===== config.mk =====
export PLATFORM = sky130hd
export DESIGN_NAME = gpio_bitclr_top
export DESIGN_NICKNAME = d
export VERILOG_FILES = /design/src/rtl/gpio_bitclr_pkg.sv /design/src/rtl/gpio_pin_sync.sv /design/src/rtl/gpio_port_regs.sv /design/src/rtl/gpio_bitclr_seq.sv /design/src/rtl/gpio_bus_arb.sv /design/src/rtl/gpio_bitclr_top.sv
export SDC_FILE = /design/constraint.sdc
export NUM_CORES = 1
export LEC_CHECK = 0
export ABC_CLOCK_PERIOD_IN_PS = 3450
export BUFFER_PORTS_ARGS = -buffer_cell sky130_fd_sc_hd__buf_4
export CAP_MARGIN = 20
export CORE_MARGIN = 2
export CORE_UTILIZATION = 46
export DETAILED_ROUTE_END_ITERATION = 10
export GPL_TIMING_DRIVEN = 0
export PLACE_DENSITY = 0.68
export SYNTH_ARGS = -nofsm -noshare
export SYNTH_HDL_FRONTEND = slang
export SYNTH_HIERARCHICAL = 1
export SYNTH_SLANG_ARGS = --single-unit

===== constraint.sdc =====
create_clock -name clk -period 3.45 [get_ports clk]
set_input_delay 1.035 -clock clk [delete_from_list [all_inputs] [get_ports clk]]
set_output_delay 1.035 -clock clk [all_outputs]
set_load 0.01 [all_outputs]

===== src/rtl/gpio_bitclr_pkg.sv =====
package gpio_bitclr_pkg;

    localparam int REG_ADDR_W = 2;

    typedef enum logic [REG_ADDR_W-1:0] {
        SEL_DIR  = 2'd0,
        SEL_DAT  = 2'd1,
        SEL_FLG  = 2'd2,
        SEL_NONE = 2'd3
    } reg_sel_e;

    typedef enum logic [1:0] {
        SEQ_IDLE  = 2'd0,
        SEQ_READ  = 2'd1,
        SEQ_WRITE = 2'd2
    } seq_state_e;

endpackage


===== src/rtl/gpio_pin_sync.sv =====
module gpio_pin_sync #(
    parameter int W      = 8,
    parameter int STAGES = 2
) (
    input  logic         clk,
    input  logic         rst_n,
    input  logic [W-1:0] async_in,
    output logic [W-1:0] sync_out
);

    logic [STAGES-1:0][W-1:0] chain_d;
    logic [STAGES-1:0][W-1:0] chain_q;

    generate
        if (STAGES == 1) begin : g_single
            always_comb chain_d = async_in;
        end else begin : g_multi
            always_comb chain_d = {chain_q[STAGES-2:0], async_in};
        end
    endgenerate

    always_ff @(posedge clk or negedge rst_n) begin
        if (!rst_n) chain_q <= '0;
        else        chain_q <= chain_d;
    end

    assign sync_out = chain_q[STAGES-1];

endmodule


===== src/rtl/gpio_port_regs.sv =====
module gpio_port_regs
    import gpio_bitclr_pkg::*;
#(
    parameter int W = 8
) (
    input  logic                  clk,
    input  logic                  rst_n,
    input  logic                  bus_rd,
    input  logic                  bus_wr,
    input  logic [REG_ADDR_W-1:0] bus_addr,
    input  logic [W-1:0]          bus_wdata,
    input  logic [W-1:0]          pin_level,
    input  logic [W-1:0]          irq_set,
    output logic [W-1:0]          rd_data,
    output logic [W-1:0]          dir_out,
    output logic [W-1:0]          dat_out
);

    typedef struct packed {
        logic [W-1:0] dir;
        logic [W-1:0] dat;
        logic [W-1:0] flg;
        logic [W-1:0] arm;
    } regs_t;

    regs_t        st_d, st_q;
    logic [W-1:0] clr_mask;
    reg_sel_e     sel;

    assign sel = reg_sel_e'(bus_addr);

    always_comb begin
        st_d     = st_q;
        clr_mask = '0;
        if (bus_wr) begin
            case (sel)
                SEL_DIR: st_d.dir = bus_wdata;
                SEL_DAT: st_d.dat = bus_wdata;
                SEL_FLG: begin
                    clr_mask = st_q.arm & ~bus_wdata;
                    st_d.arm = '0;
                end
                default: ;
            endcase
        end
        if (bus_rd && sel == SEL_FLG) begin
            st_d.arm = st_q.arm | st_q.flg;
        end
        st_d.flg = (st_q.flg & ~clr_mask) | irq_set;
    end

    always_ff @(posedge clk or negedge rst_n) begin
        if (!rst_n) st_q <= '0;
        else        st_q <= st_d;
    end

    always_comb begin
        case (sel)
            SEL_DIR: rd_data = '1;
            SEL_DAT: rd_data = (st_q.dat & st_q.dir) | (pin_level & ~st_q.dir);
            SEL_FLG: rd_data = st_q.flg;
            default: rd_data = '0;
        endcase
    end

    assign dir_out = st_q.dir;
    assign dat_out = st_q.dat;

endmodule


===== src/rtl/gpio_bitclr_seq.sv =====
module gpio_bitclr_seq
    import gpio_bitclr_pkg::*;
#(
    parameter int W     = 8,
    parameter int BIT_W = $clog2(W)
) (
    input  logic                  clk,
    input  logic                  rst_n,
    input  logic                  cmd_valid,
    input  logic [REG_ADDR_W-1:0] cmd_addr,
    input  logic [BIT_W-1:0]      cmd_bit,
    input  logic [W-1:0]          rd_data,
    output logic                  req_rd,
    output logic                  req_wr,
    output logic [REG_ADDR_W-1:0] req_addr,
    output logic [W-1:0]          req_wdata,
    output logic                  busy
);

    typedef struct packed {
        seq_state_e            state;
        logic [REG_ADDR_W-1:0] addr;
        logic [BIT_W-1:0]      bitsel;
        logic [W-1:0]          data;
    } seq_t;

    seq_t         sq_d, sq_q;
    logic [W-1:0] keep_mask;

    assign keep_mask = ~({{(W-1){1'b0}}, 1'b1} << sq_q.bitsel);

    always_comb begin
        sq_d = sq_q;
        case (sq_q.state)
            SEQ_IDLE: begin
                if (cmd_valid) begin
                    sq_d.state  = SEQ_READ;
                    sq_d.addr   = cmd_addr;
                    sq_d.bitsel = cmd_bit;
                end
            end
            SEQ_READ: begin
                sq_d.data  = rd_data & keep_mask;
                sq_d.state = SEQ_WRITE;
            end
            SEQ_WRITE: sq_d.state = SEQ_IDLE;
            default:   sq_d.state = SEQ_IDLE;
        endcase
    end

    always_ff @(posedge clk or negedge rst_n) begin
        if (!rst_n) sq_q <= '{state: SEQ_IDLE, default: '0};
        else        sq_q <= sq_d;
    end

    assign req_rd    = (sq_q.state == SEQ_READ);
    assign req_wr    = (sq_q.state == SEQ_WRITE);
    assign req_addr  = sq_q.addr;
    assign req_wdata = sq_q.data;
    assign busy      = (sq_q.state != SEQ_IDLE);

endmodule


===== src/rtl/gpio_bus_arb.sv =====
module gpio_bus_arb
    import gpio_bitclr_pkg::*;
#(
    parameter int W = 8
) (
    input  logic                  seq_own,
    input  logic                  host_rd,
    input  logic                  host_wr,
    input  logic [REG_ADDR_W-1:0] host_addr,
    input  logic [W-1:0]          host_wdata,
    input  logic                  seq_rd,
    input  logic                  seq_wr,
    input  logic [REG_ADDR_W-1:0] seq_addr,
    input  logic [W-1:0]          seq_wdata,
    input  logic [W-1:0]          slave_rdata,
    output logic                  bus_rd,
    output logic                  bus_wr,
    output logic [REG_ADDR_W-1:0] bus_addr,
    output logic [W-1:0]          bus_wdata,
    output logic [W-1:0]          host_rdata
);

    always_comb begin
        if (seq_own) begin
            bus_rd     = seq_rd;
            bus_wr     = seq_wr;
            bus_addr   = seq_addr;
            bus_wdata  = seq_wdata;
            host_rdata = '0;
        end else begin
            bus_rd     = host_rd;
            bus_wr     = host_wr;
            bus_addr   = host_addr;
            bus_wdata  = host_wdata;
            host_rdata = slave_rdata;
        end
    end

endmodule


===== src/rtl/gpio_bitclr_top.sv =====
module gpio_bitclr_top
    import gpio_bitclr_pkg::*;
#(
    parameter int PORT_W      = 8,
    parameter int SYNC_STAGES = 2,
    localparam int BIT_W      = $clog2(PORT_W)
) (
    input  logic                  clk,
    input  logic                  rst_n,
    input  logic [REG_ADDR_W-1:0] host_addr,
    input  logic                  host_rd,
    input  logic                  host_wr,
    input  logic [PORT_W-1:0]     host_wdata,
    output logic [PORT_W-1:0]     host_rdata,
    input  logic                  cmd_valid,
    input  logic [REG_ADDR_W-1:0] cmd_addr,
    input  logic [BIT_W-1:0]      cmd_bit,
    output logic                  seq_busy,
    input  logic [PORT_W-1:0]     pin_in,
    output logic [PORT_W-1:0]     pin_out,
    output logic [PORT_W-1:0]     pin_oe,
    input  logic [PORT_W-1:0]     irq_set
);

    logic                  seq_rd, seq_wr;
    logic [REG_ADDR_W-1:0] seq_addr;
    logic [PORT_W-1:0]     seq_wdata;
    logic                  bus_rd, bus_wr;
    logic [REG_ADDR_W-1:0] bus_addr;
    logic [PORT_W-1:0]     bus_wdata;
    logic [PORT_W-1:0]     slave_rdata;
    logic [PORT_W-1:0]     pin_level;

    gpio_pin_sync #(.W(PORT_W), .STAGES(SYNC_STAGES)) sync_i (
        .clk      (clk),
        .rst_n    (rst_n),
        .async_in (pin_in),
        .sync_out (pin_level)
    );

    gpio_bitclr_seq #(.W(PORT_W), .BIT_W(BIT_W)) seq_i (
        .clk       (clk),
        .rst_n     (rst_n),
        .cmd_valid (cmd_valid),
        .cmd_addr  (cmd_addr),
        .cmd_bit   (cmd_bit),
        .rd_data   (slave_rdata),
        .req_rd    (seq_rd),
        .req_wr    (seq_wr),
        .req_addr  (seq_addr),
        .req_wdata (seq_wdata),
        .busy      (seq_busy)
    );

    gpio_bus_arb #(.W(PORT_W)) arb_i (
        .seq_own     (seq_busy),
        .host_rd     (host_rd),
        .host_wr     (host_wr),
        .host_addr   (host_addr),
        .host_wdata  (host_wdata),
        .seq_rd      (seq_rd),
        .seq_wr      (seq_wr),
        .seq_addr    (seq_addr),
        .seq_wdata   (seq_wdata),
        .slave_rdata (slave_rdata),
        .bus_rd      (bus_rd),
        .bus_wr      (bus_wr),
        .bus_addr    (bus_addr),
        .bus_wdata   (bus_wdata),
        .host_rdata  (host_rdata)
    );

    gpio_port_regs #(.W(PORT_W)) regs_i (
        .clk       (clk),
        .rst_n     (rst_n),
        .bus_rd    (bus_rd),
        .bus_wr    (bus_wr),
        .bus_addr  (bus_addr),
        .bus_wdata (bus_wdata),
        .pin_level (pin_level),
        .irq_set   (irq_set),
        .rd_data   (slave_rdata),
        .dir_out   (pin_oe),
        .dat_out   (pin_out)
    );

endmodule


==> impl_results.md <==
- Status: completed
- FILL cells: 562
- Starting Density: 0.467
- Synth top area cells: dfrtp_1, mux2_2, buf_4
- Yosys cell types: 29
- Antenna-violating nets left: 0
- Max Clk Rate: between 0.2 and 0.3 GHz
- CP max-delay cell: dfrtp_1
- Final critical-path share of the clock period: 0.978
- EDFF count, synth: 0
- Row cnt: 30
- Finished Cell Area: 0.00411 sq mm
- Hold_buf cts: 0
- IO Port Bufs: 60
- Reg2reg setup slack: 1.07 ns
- CTS Buf Count: 9
- Mapped Cells: 260
- # IOs: slightly above 60
- DR pass1 iterations: 4
- Share of the synthesized area in the top cell type: 0.505
- Core ar.: 0.00668 sq mm
- Worst EP required: 2.41 ns
- Grt total ovfl: 0
- Setup TNS: 0 ns
- Full die area: ~0.0075 sq mm
- Per-cell routed wire length: 16.5 um
- H-tree depth: 3
- Slowest Stage Delay on Critical Path: 0.40 ns
- Fin. Hold Viols: 0
- Final Max Slew Viols: 0
- Dpl hpwl: around 4.6 mm
- CP Cell Sequence: or2_4, buf_12, mux2_4, clkbuf_16, nor2b_1, a211oi_2, nor2b_1, buf_4
- Reg2reg end: regs_i/dir_out[1]$_DFFE_PN0P_
- CP Class: reg2out
- Top FF cell, synth: dfrtp_1
- Max FO, Critical Path: 5
- Placed cell area: 0.00367 sq mm
- CP arrival: 2.34 ns
- Critical Path Most Common Cell: nor2b_1
- Number of global-route vias before repair: 2285
- Hold Crit Depth: 0
- Initial antenna violation count: 0
- Clock Path Buffers: 2
- Skew final: approximately 0.008 ns
- Max cap viols: 0
- PwrDens: about 760 mW/mm^2
- Power after layout: 3.12 mW
- Worst Hold Class: reg2reg
- Static leakage: 1.96 nW
- Synthesized area per cell: 12.0 sq um
- NumNets Final: 376
- CP Launch Type: register
- Most frequent cells in the layout: buf_4, dfrtp_1, mux2_2
- Register area: ~0.0016 sq mm
- Multi-input logic area: 0.00134 sq mm
- Final setup viols: 0
- Hold path endpoint: sync_i/sync_out[3]$_DFF_PN0_
- Final wirelength: 7.03 mm
- Layout cells sized above 1: 0.507
- Ant diodes: 0
- Chip width: 86.4 um
- 1st-iter DRT viols: ~140
- Syn_nets: 296
- Root buffer cell: clkbuf_8
- First-pass GRT wire length: 11.4 mm
- Slew headroom: 0.469
- Synth area leader: dfrtp_1
- Seq cells post-synth: 63
- Drt via density: roughly 5.2
- TritonCTS clock tree: yes
- Critical path endpoint category: output port
- Period minus WS final: 3.37 ns
- Sequential fraction of the synthesis area: 0.505
- Synthesized cell area: about 0.0031 sq mm
- Detailed-route DRC error count: 0
- Fraction of registers with async set/reset: 1.00
- RePlAce Congestion: 0.823
- Clk Latency, worst-skew pair: 0.34 ns
- Commonest non-fill, non-tap cell in the layout: buf_4
- Area growth, synth to finish: 31.5%
- Clock Sink Count: 63
- Largest net degree at the start of global routing: 64
- Worst-Margin Slew: 0.796 ns
- R2R cell count: 6
- Hold Crit Start: sync_i/chain_d[11]$_DFF_PN0_
- Ys Warns: 6
- Routed vias: 2201
- Clock-pin slew on the worst setup and hold paths: ~0.070 ns
- Final worst setup slack: a little under 0.08 ns
- Worst R2R Start: seq_i/sq_q[14]$_DFFE_PN0P_
- Place WS: -0.248 ns
- DIE HEIGHT: 86.4 um
- Max IR drop VDD: roughly 0.00039 V
- GRT Util Overall: 0.203
-- kinds of logic (layout without fill, tap and decap cells) --
kind of cell	Yosys count	in the layout	share of synthesized area
AO/OA/AOI/OAI	32	32	0.0770
buffers and inverters	52	137	0.109
flip-flops	63	63	0.505
multiplexers	42	42	0.163
AND/OR/NAND/NOR	71	71	0.146
-- critical path: cells and delay by family (launching register included) --
| family | cells | cell delay, ns |
|---|---|---|
| multiplexers | 1 | 0.33 |
| AO/OA/AOI/OAI | 1 | 0.23 |
| flip-flops | 1 | 0.40 |
| buffers and inverters | 3 | 0.44 |
| AND/OR/NAND/NOR | 3 | 0.61 |
-- worst max-delay path by stage --
| stage | end | from | cells past startpoint | slack (ns) |
|---|---|---|---|---|
| 3_3_place_gp | host_rdata[2] | host_addr[0] | 8 | -0.28 |
| 4_1_cts | host_rdata[7] | seq_i/sq_q[13]$_DFFE_PN0P_ | 9 | -0.02 |
| 3_5_place_dp | host_rdata[2] | host_addr[0] | 8 | -0.25 |
| 5_1_grt | host_rdata[7] | seq_i/sq_q[14]$_DFFE_PN0P_ | 8 | -0.007 |
| 2_1_floorplan | host_rdata[1] | host_addr[0] | 6 | 0.21 |
| 6_report | host_rdata[3] | seq_i/sq_q[14]$_DFFE_PN0P_ | 8 | 0.08 |
-- cells in the mapped netlist, types with 3 or more instances --
| cell type | instances |
|---|---|
| a22o_1 | 4 |
| a211oi_1 | 8 |
| mux2_2 | 21 |
| and3b_1 | 5 |
| buf_4 | 27 |
| nor3b_1 | 11 |
| nand2_1 | 16 |
| mux2i_1 | 8 |
| o2bb2ai_1 | 3 |
| nor2_1 | 8 |
| dfrtp_1 | 63 |
| inv_1 | 10 |
| a21oi_1 | 8 |
| buf_2 | 5 |
| clkbuf_1 | 5 |
| buf_6 | 5 |
| nor2b_1 | 17 |
| nand3b_1 | 6 |
| mux2_4 | 12 |
| o221ai_1 | 8 |
-- flip-flops by register name, indices dropped and copies added, names as in the netlist --
signal	count
regs_i/dat_out	8
regs_i/dir_out	8
regs_i/st_q	16
seq_i/req_addr	2
seq_i/req_wdata	8
seq_i/sq_q	5
sync_i/chain_d	8
sync_i/sync_out	8
-- where the power goes --
part	leakage (nW)	total [mW]	internal, mW	switching, mW
Sequential	0.713	1.08	0.941	0.142
Clock	0.0981	0.638	0.349	0.289
Combinational	1.15	1.40	0.840	0.560
Total	1.96	3.12	2.13	0.991
-- area by class of cell --
class | instances | area share
Inverter | 10 | 0.00914
Tap cell | 80 | 0.0244
Buffer | 38 | 0.0692
Timing Repair Buffer | 73 | 0.140
Multi-Input combinational cell | 145 | 0.326
Clock buffer | 10 | 0.0335
Clock inverter | 6 | 0.0146
Sequential cell | 63 | 0.384
-- per-layer routing --
metal  wire (um)  part of all wire  track usage  up-vias
li1            -                 -            -     1023
met1        2990              0.43        0.276     1101
met2        3500              0.50        0.315       64
met3         368             0.052       0.0343       13
met4         163             0.023       0.0966        0
met5           0                 0            0        -
-- metrics by stage --
| step | instances | hold slack (ns) | util |
|---|---|---|---|
| after floorplan | 260 | 0.331 | - |
| after global placement | 400 | 0.332 | 0.550 |
| after detailed placement | 400 | 0.335 | 0.550 |
| after CTS | 426 | 0.350 | 0.607 |
| after global routing | 425 | 0.358 | 0.615 |
| final | 425 | 0.350 | 0.615 |
-- repair_timing --
item,CTS,global route
gates cloned,0,1
setup buffers,11,1
resized for setup,24,14
pin swaps,6,5
endpoints found under the setup margin,8,8
Power figures use the tool's default switching activity.
